--- src/rtl/lane_align_pkg.sv ---
package lane_align_pkg;

    // Search/locked phase of the aligner.
    typedef enum logic {
        PH_SEARCH = 1'b0,
        PH_LOCKED = 1'b1
    } phase_e;

    // Default marker byte (sent with its control flag set).
    localparam logic [7:0] DEFAULT_MARKER = 8'h1C;

endpackage

--- src/rtl/marker_finder.sv ---
module marker_finder #(
    parameter int unsigned LANES  = 4,
    parameter int unsigned SYM_W  = 8,
    parameter logic [SYM_W-1:0] MARKER = 8'h1C,
    localparam int unsigned OFF_W = $clog2(LANES)
) (
    input  logic [LANES*SYM_W-1:0] word_data,
    input  logic [LANES-1:0]       word_ctrl,
    output logic                   hit,
    output logic [OFF_W-1:0]       hit_lane
);

    logic [LANES-1:0] lane_match;

    // One comparator per lane: the flag must be set and the byte must equal the marker.
    for (genvar l = 0; l < LANES; l++) begin : g_cmp
        assign lane_match[l] = word_ctrl[l] && (word_data[l*SYM_W +: SYM_W] == MARKER);
    end

    // Priority encoder: scan downward so that the lowest matching lane is written last.
    always_comb begin
        hit      = 1'b0;
        hit_lane = '0;
        for (int l = LANES - 1; l >= 0; l--) begin
            if (lane_match[l]) begin
                hit      = 1'b1;
                hit_lane = OFF_W'(l);
            end
        end
    end

endmodule

--- src/rtl/lane_rotator.sv ---
module lane_rotator #(
    parameter int unsigned LANES = 4,
    parameter int unsigned SYM_W = 8,
    localparam int unsigned OFF_W = $clog2(LANES),
    localparam int unsigned W     = LANES * SYM_W
) (
    input  logic [W-1:0]       cur_data,
    input  logic [LANES-1:0]   cur_ctrl,
    input  logic [W-1:0]       prev_data,
    input  logic [LANES-1:0]   prev_ctrl,
    input  logic [OFF_W-1:0]   shift,
    output logic [W-1:0]       rot_data,
    output logic [LANES-1:0]   rot_ctrl
);

    // Eight-symbol window: previous word in the low half, current word above it.
    logic [2*W-1:0]     win_data;
    logic [2*LANES-1:0] win_ctrl;

    assign win_data = {cur_data, prev_data};
    assign win_ctrl = {cur_ctrl, prev_ctrl};

    // Each output lane picks window symbol shift+k; the flag uses the same index as its byte.
    for (genvar k = 0; k < LANES; k++) begin : g_lane
        logic [OFF_W:0] src;
        assign src = {1'b0, shift} + (OFF_W + 1)'(k);
        assign rot_data[k*SYM_W +: SYM_W] = win_data[src*SYM_W +: SYM_W];
        assign rot_ctrl[k]                = win_ctrl[src];
    end

endmodule

--- src/rtl/byte_lane_aligner.sv ---
module byte_lane_aligner
    import lane_align_pkg::*;
#(
    parameter int unsigned LANES = 4,
    parameter int unsigned SYM_W = 8,
    parameter logic [SYM_W-1:0] MARKER = DEFAULT_MARKER,
    localparam int unsigned OFF_W = $clog2(LANES),
    localparam int unsigned W     = LANES * SYM_W
) (
    input  logic               clk,
    input  logic               rst,
    input  logic [W-1:0]       rx_data,
    input  logic [LANES-1:0]   rx_ctrl,
    input  logic               sync_ok,
    input  logic               align_en,
    output logic [W-1:0]       out_data,
    output logic [LANES-1:0]   out_ctrl,
    output logic               out_valid,
    output logic               locked,
    output logic [OFF_W-1:0]   offset
);

    typedef struct packed {
        phase_e             phase;
        logic [OFF_W-1:0]   shift;
        logic [W-1:0]       prev_data;
        logic [LANES-1:0]   prev_ctrl;
        logic [W-1:0]       out_data;
        logic [LANES-1:0]   out_ctrl;
        logic               out_valid;
    } state_t;

    state_t st_d, st_q;

    logic               hit;
    logic [OFF_W-1:0]   hit_lane;
    logic [W-1:0]       rot_data;
    logic [LANES-1:0]   rot_ctrl;

    marker_finder #(
        .LANES  (LANES),
        .SYM_W  (SYM_W),
        .MARKER (MARKER)
    ) u_find (
        .word_data (rx_data),
        .word_ctrl (rx_ctrl),
        .hit       (hit),
        .hit_lane  (hit_lane)
    );

    lane_rotator #(
        .LANES (LANES),
        .SYM_W (SYM_W)
    ) u_rot (
        .cur_data  (rx_data),
        .cur_ctrl  (rx_ctrl),
        .prev_data (st_q.prev_data),
        .prev_ctrl (st_q.prev_ctrl),
        .shift     (st_q.shift),
        .rot_data  (rot_data),
        .rot_ctrl  (rot_ctrl)
    );

    always_comb begin
        st_d = st_q;

        // One-word history for the rotator.
        st_d.prev_data = rx_data;
        st_d.prev_ctrl = rx_ctrl;

        // Registered output stage.
        st_d.out_data  = rot_data;
        st_d.out_ctrl  = rot_ctrl;
        st_d.out_valid = (st_q.phase == PH_LOCKED) && sync_ok;

        // Lock control: sync loss drops the lock, an armed hit (re)takes it.
        if (!sync_ok) begin
            st_d.phase = PH_SEARCH;
        end else if (align_en && hit) begin
            st_d.phase = PH_LOCKED;
            st_d.shift = hit_lane;
        end
    end

    always_ff @(posedge clk) begin
        if (rst) begin
            st_q <= '0;
        end else begin
            st_q <= st_d;
        end
    end

    assign out_data  = st_q.out_data;
    assign out_ctrl  = st_q.out_ctrl;
    assign out_valid = st_q.out_valid;
    assign locked    = (st_q.phase == PH_LOCKED);
    assign offset    = st_q.shift;

endmodule

--- config.mk ---
export PLATFORM = sky130hd
export DESIGN_NAME = byte_lane_aligner
export DESIGN_NICKNAME = d
export VERILOG_FILES = /design/src/rtl/lane_align_pkg.sv /design/src/rtl/marker_finder.sv /design/src/rtl/lane_rotator.sv /design/src/rtl/byte_lane_aligner.sv
export SDC_FILE = /design/constraint.sdc
export NUM_CORES = 1
export LEC_CHECK = 0
export BUFFER_PORTS_ARGS = -buffer_cell sky130_fd_sc_hd__buf_4
export CAP_MARGIN = 20
export CORE_ASPECT_RATIO = 0.6
export CORE_MARGIN = 3
export CORE_UTILIZATION = 48
export DETAILED_ROUTE_END_ITERATION = 10
export GPL_ROUTABILITY_DRIVEN = 0
export HOLD_SLACK_MARGIN = 0.06
export PLACE_DENSITY = 0.75
export SLEW_MARGIN = 20
export SYNTH_ARGS = -nofsm -noshare
export SYNTH_HDL_FRONTEND = slang
export SYNTH_SLANG_ARGS = --single-unit
--- constraint.sdc ---
create_clock -name clk -period 1.6 [get_ports clk]
set_clock_uncertainty 0.1 [all_clocks]
set_input_delay 0.24 -clock clk [delete_from_list [all_inputs] [get_ports clk]]
set_output_delay 0.24 -clock clk [all_outputs]
set_load 0.05 [all_outputs]
## Word level (Yosys, flattened, before mapping)

Cells that the tools add are included.

| operators by class | value |
|---|---|
| $add $sub $neg | 3 |
| $lt $le $gt $ge | 4 |
| eq/ne operators | 4 |
| shifts and indexed selects | 4 |
| muxes and demuxes | 16 |
| bitwise logic cells | 1 |
| reduce and logical (&&, ||, !) cells | 8 |

Operators with widths:

| operator | number |
|---|---|
| 64-bit by 7-bit indexed part select with 8-bit output | 3 |
| 64-bit by 6-bit indexed part select with 8-bit output | 1 |
| 8-bit by 5-bit == test with 1-bit output, second input constant | 4 |
| 3-bit by 4-bit < comparator with 1-bit output, second input constant | 3 |
| 1-bit binary-select mux with 3-bit select | 3 |
| 1-bit two-way mux | 8 |
| 2-bit two-way mux | 4 |
| 2-bit by 2-bit adder with 3-bit output, second input constant | 2 |
| 1-bit logical AND | 6 |
| 2-bit by 4-bit < comparator with 1-bit output, second input constant | 1 |
| 2-bit by 1-bit adder with 3-bit output, second input constant | 1 |
| 1-bit binary-select mux with 2-bit select | 1 |
| 2-bit AND reduction | 1 |
| 2-bit OR reduction | 1 |
| 1-bit inverter | 1 |

| word-level totals | value |
|---|---|
| bits in registers | 76 |
| input port bits | 40 |
| output and inout port bits | 40 |
| word-level logic and storage cells | 47 |

## Depth between registers and ports, before layout

| logic depth | value |
|---|---|
| depth in word-level cells | 8 |
| mapped depth | 8 |
| mapped depth without buffers | 5 |

## Cells and area by module

Synthesis repeated with hierarchy kept, for this count alone.

| unflattened totals | value |
|---|---|
| cell total of the unflattened synthesis | 275 |
| area, all modules | 3478.3 sq um |

Modules (own cells, without submodules):

| module | instances | cells an instance | area each (sq um) | seq. area each (sq um) |
|---|---|---|---|---|
| byte_lane_aligner | 1 | 204 | 2377.3 | 1521.5 |
| lane_rotator | 1 | 52 | 948.4 | 0.0 |
| marker_finder | 1 | 19 | 152.6 | 0.0 |

## Worst setup path before layout

No wires, ideal clock.

| path | value |
|---|---|
| path kind | reg-to-reg |
| start point | register st_q, in the netlist offset[1] |
| end point | register st_q, in the netlist out_ctrl[3] |
| library setup time | 0.128 ns |
| arrival | 1.524 ns |
| data required time | 1.372 ns |
| path slack | -0.152 ns |
| cell stages (with the launch flop) | 9 |
| buffers on the path | 3 |
| clock period less this slack | 1.752 ns |
| path through | dfxtp_1 -> buf_4 -> buf_6 -> buf_4 -> inv_1 -> ha_1 -> mux4_2 -> mux2i_1 -> nor2_1 |

| between the ends | value |
|---|---|
| word-level cells in the longest chain between the ends | 3 |

Ends and longest elaborated chain:

| element | RTL line | text |
|---|---|---|
| start, declared | byte_lane_aligner.sv:33 | `state_t st_d, st_q;` |
| start signal, assigned | byte_lane_aligner.sv:89 | `st_q <= st_d;` |
| 2-bit by 2-bit adder with 3-bit output | lane_rotator.sv:26 | `assign src = {1'b0, shift} + (OFF_W + 1)'(k);` |
| 1-bit binary-select mux with 3-bit select | lane_rotator.sv:28 | `assign rot_ctrl[k] = win_ctrl[src];` |
| 1-bit two-way mux (not written as such) | lane_rotator.sv:28 |  |

No other way between the ends. The select of a mux whose other input is x is not followed.
A chain may end at the register's enable or synchronous reset.

## Worst setup path in the final report

| path | value |
|---|---|
| start point | input rx_data[18] |
| end point | register st_q, in the netlist offset[1] |

| between the ends | value |
|---|---|
| word-level cells in the longest chain between the ends | 7 |
| elaborated cells on any way between the ends | 10 |
| those cells by class | eq/ne (1); mux (6); reduce/logical (3) |

Ends and longest elaborated chain:

| element | RTL line | text |
|---|---|---|
| start, declared | byte_lane_aligner.sv:12 | `input logic [W-1:0] rx_data,` |
| 8-bit by 5-bit == test with 1-bit output * | marker_finder.sv:17 | `assign lane_match[l] = word_ctrl[l] && (word_data[l*SYM_W +: SYM_W] == MARKER);` |
| 1-bit logical AND * | marker_finder.sv:17 |  |
| 1-bit two-way mux (3 in a row) | marker_finder.sv:25 | `if (lane_match[l]) begin` |
| 1-bit logical AND | byte_lane_aligner.sv:79 | `end else if (align_en && hit) begin` |
| 2-bit AND reduction (no line) | - |  |

Mark *: on every way between the ends. The rest lies on a longest branch, timed or not.

==> impl_metrics.env <==
export IMPL_power_frac_clock_pct=42.0
export IMPL_seq_area_frac_synth_pct=44.3
export IMPL_timing_hold_ws_ns=0.0658
export IMPL_synth_nets=313
export IMPL_yosys_warnings=0
export IMPL_num_rows=23
export IMPL_drtAntennaViolNets=0
export IMPL_place_port_buffers=79
export IMPL_drt_iter0_drc=136
export IMPL_relSlewSlack_pct=71.8
export IMPL_cts_buffers=9
export IMPL_hold_violations=0
export IMPL_slowest_delay_ns=0.52
export IMPL_fin_crit_sh_pct=94.6
export IMPL_vias_per_cell=5.15
export IMPL_antenna_found_initial=0
export IMPL_finalInstanceArea_um2=4400
export IMPL_synth_seq_cells=76
export IMPL_rsz0062_at_grt="false"
export IMPL_grt_pass1_vias=2214
export IMPL_path_buf_inv=2
export IMPL_grt_pass1_wl_mm=11.1
export IMPL_fp_dieH_um=71.5
export IMPL_tns_ns=0
export IMPL_period_needed_ns=1.51
export IMPL_leakage_uw=0.00175
export IMPL_worstPathCellList="dlygate4sd3_1 > buf_4 > nor4bb_2 > nand4b_1 > a21o_1 > a211oi_1"
export IMPL_die_x_um=115
export IMPL_ys_types=27
export IMPL_wl_met3_um=503
export IMPL_setup_viol=0
export IMPL_post_dp_cell_area_um2=3890
export IMPL_ir_drop_mv=0.402
export IMPL_cp_arrival_ns=1.65
export IMPL_hp_class="in -> reg"
export IMPL_drive_gt1_share_pct=43.5
export IMPL_crit_type="in -> reg"
export IMPL_clkSlewWorstSetupHoldPaths_ns=0.05
export IMPL_grt_max_degree=27
export IMPL_route_met2_wl_mm=3.21
export IMPL_avgSynthCellArea_um2=12.7
export IMPL_p_int_uw=3410
export IMPL_power_density_nw_per_um2=1000
export IMPL_wl_per_cell_um=16.2
export IMPL_pwr_share_seq_pct=45.7
export IMPL_drc=0
export IMPL_drv_slew=0
export IMPL_synth_area_um2=3430
export IMPL_antenna_cells=0
export IMPL_final_core_util_pct=64.8
export IMPL_end_kind="register"
export IMPL_place_hpwl_mm=4.92
export IMPL_post_place_ws_ns=-0.0107
export IMPL_vias=2190
export IMPL_cts_htree_levels=3
export IMPL_ctsRootBufferMaster="clkbuf_16"
export IMPL_swShare_pct=22.9
export IMPL_die_area_um2=8230
export IMPL_start_util_pct=50.5
export IMPL_maxCapViolations=0
export IMPL_slowest_stage="dlygate4sd3_1"
export IMPL_p_sw_uw=1010
export IMPL_worstSkewPairLatency_ns=0.33
export IMPL_worst_slack_ns=0.0857
export IMPL_worstPathRequired_ns=1.73
export IMPL_combPwrFrac_pct=12.2
export IMPL_track_usage_pct=17.7
export IMPL_cts_tree="built"
export IMPL_cts_max_path_buffers=2
export IMPL_io_pins=80
export IMPL_core_area_um2=6790
export IMPL_fin_nets=377
export IMPL_postSynthCellCount=271
export IMPL_status="finished clean"
export IMPL_globalRouteOverflowTotal=0
export IMPL_synthToLayoutAreaGrowth_pct=28.2
export IMPL_critPathTopFamily="buffers and inverters"
export IMPL_max_freq_mhz=660
export IMPL_worst_pin_slew_ns=0.418
export IMPL_dr_pass1_iters=4
export IMPL_wirelength_mm=6.87
export IMPL_cp_max_fo=3
export IMPL_start_kind="input pin"
export IMPL_clkSinkCount=76
export IMPL_cts_setup_buffers=0
export IMPL_drt_met1_wl_mm=3.12
export IMPL_highest_layer="met4"
==> through the flow <==
| stage | power [uW] | std cells |
|---|---|---|
| after CTS | 4450 | 425 |
| after global placement | 2550 | 391 |
| after detailed placement | 2560 | 391 |
| after global routing | 4590 | 425 |
| after floorplan | 2390 | 271 |
| final | 4420 | 425 |
==> cell usage in the layout, fill, tap and decap left out, types with 2 or more instances in the layout <==
master         count
buf_4             82
dfxtp_1           74
nor2b_1           70
mux4_2            38
dlygate4sd3_1     20
clkbuf_16          9
buf_12             5
nor2_1             4
nand2_1            3
clkbuf_8           3
mux2i_1            2
nand4_1            2
nor3b_1            2
nand4b_1           2
a21oi_1            2
dfxtp_2            2
==> power by group through the flow <==
stage	logic, uW	registers (uW)	clock network [uW]
after floorplan	349	2050	0
after global placement	491	2060	0
after detailed placement	495	2060	0
after CTS	536	2020	1900
after global routing	576	2030	1980
final	541	2020	1860
==> path summary, 6_finish.rpt <==
path	from	endpoint	slack [ns]	depth (start not counted)
worst max register to register	offset[0]	out_ctrl[3]	0.11	6
worst min register to register	locked	out_valid	0.36	2
worst max-delay path	rx_data[18]	offset[1]	0.09	6
worst min-delay path	rx_data[27]	st_q[68]	0.07	2
==> per-layer routing <==
metal,track usage (%),vias up
li1,-,1043
met4,4.95,0
met5,0,-
met1,23.9,1069
met3,7.09,5
met2,26.8,73
==> worst register-to-register path: stages (launching register included) <==
cell and delay [ns]:
dfxtp_2 0.38, buf_12 0.18, inv_2 0.08, ha_4 0.16, mux4_2 0.28, mux2i_1 0.14, nor2_1 0.05
==> sequential cells by signal, indices dropped and copies added (netlist names) <==
name / cells
offset: 2
locked: 1
out_valid: 1
out_ctrl: 4
out_data: 32
st_q: 36
==> synth_stat cells, drive strengths merged <==
library cell / instances / area [um^2]
o21a: 1 / 7.51
mux4: 38 / 856
a21o: 1 / 7.51
o21ai: 1 / 5.00
dfxtp: 76 / 1520
nand4b: 2 / 17.5
nor4bb: 3 / 30.0
nor2: 4 / 15.0
a21oi: 2 / 10.0
and4b: 1 / 10.0
buf: 48 / 362
nor2b: 70 / 438
nor3b: 3 / 22.5
a211oi: 1 / 7.51
nor4b: 1 / 8.76
nand2: 3 / 11.3
clkbuf: 6 / 22.5
inv: 2 / 7.50
a31oi: 1 / 6.26
mux2i: 2 / 20.0
nand4: 2 / 12.5
o2bb2ai: 1 / 8.76
ha: 2 / 25.0
==> cells by family after synthesis <==
group | count (synthesis) | share of synthesized area, %
muxes | 40 | 25.5
and+or+nand+nor | 89 | 16.5
AOI/OAI and AO/OA | 8 | 1.53
adders and majority gates | 2 | 0.729
buffers and inverters | 56 | 11.4
DFF | 76 | 44.3
==> timing repair <==
action | in CTS | in global routing
hold endpoints to repair | 20 | 0
endpoints found under the setup margin | 0 | 2
hold buffers | 20 | 0
gates resized for setup | 0 | 5
==> final cells by class <==
class,count,area [um^2]
Fill cell,531,2390
Multi-Input combinational cell,139,1560
Sequential cell,76,1520
Timing Repair Buffer,107,916
Clock buffer,13,270
Tap cell,87,109
Inverter,2,10.0
Clock inverter,1,7.51
Power figures use the tool's default switching activity.
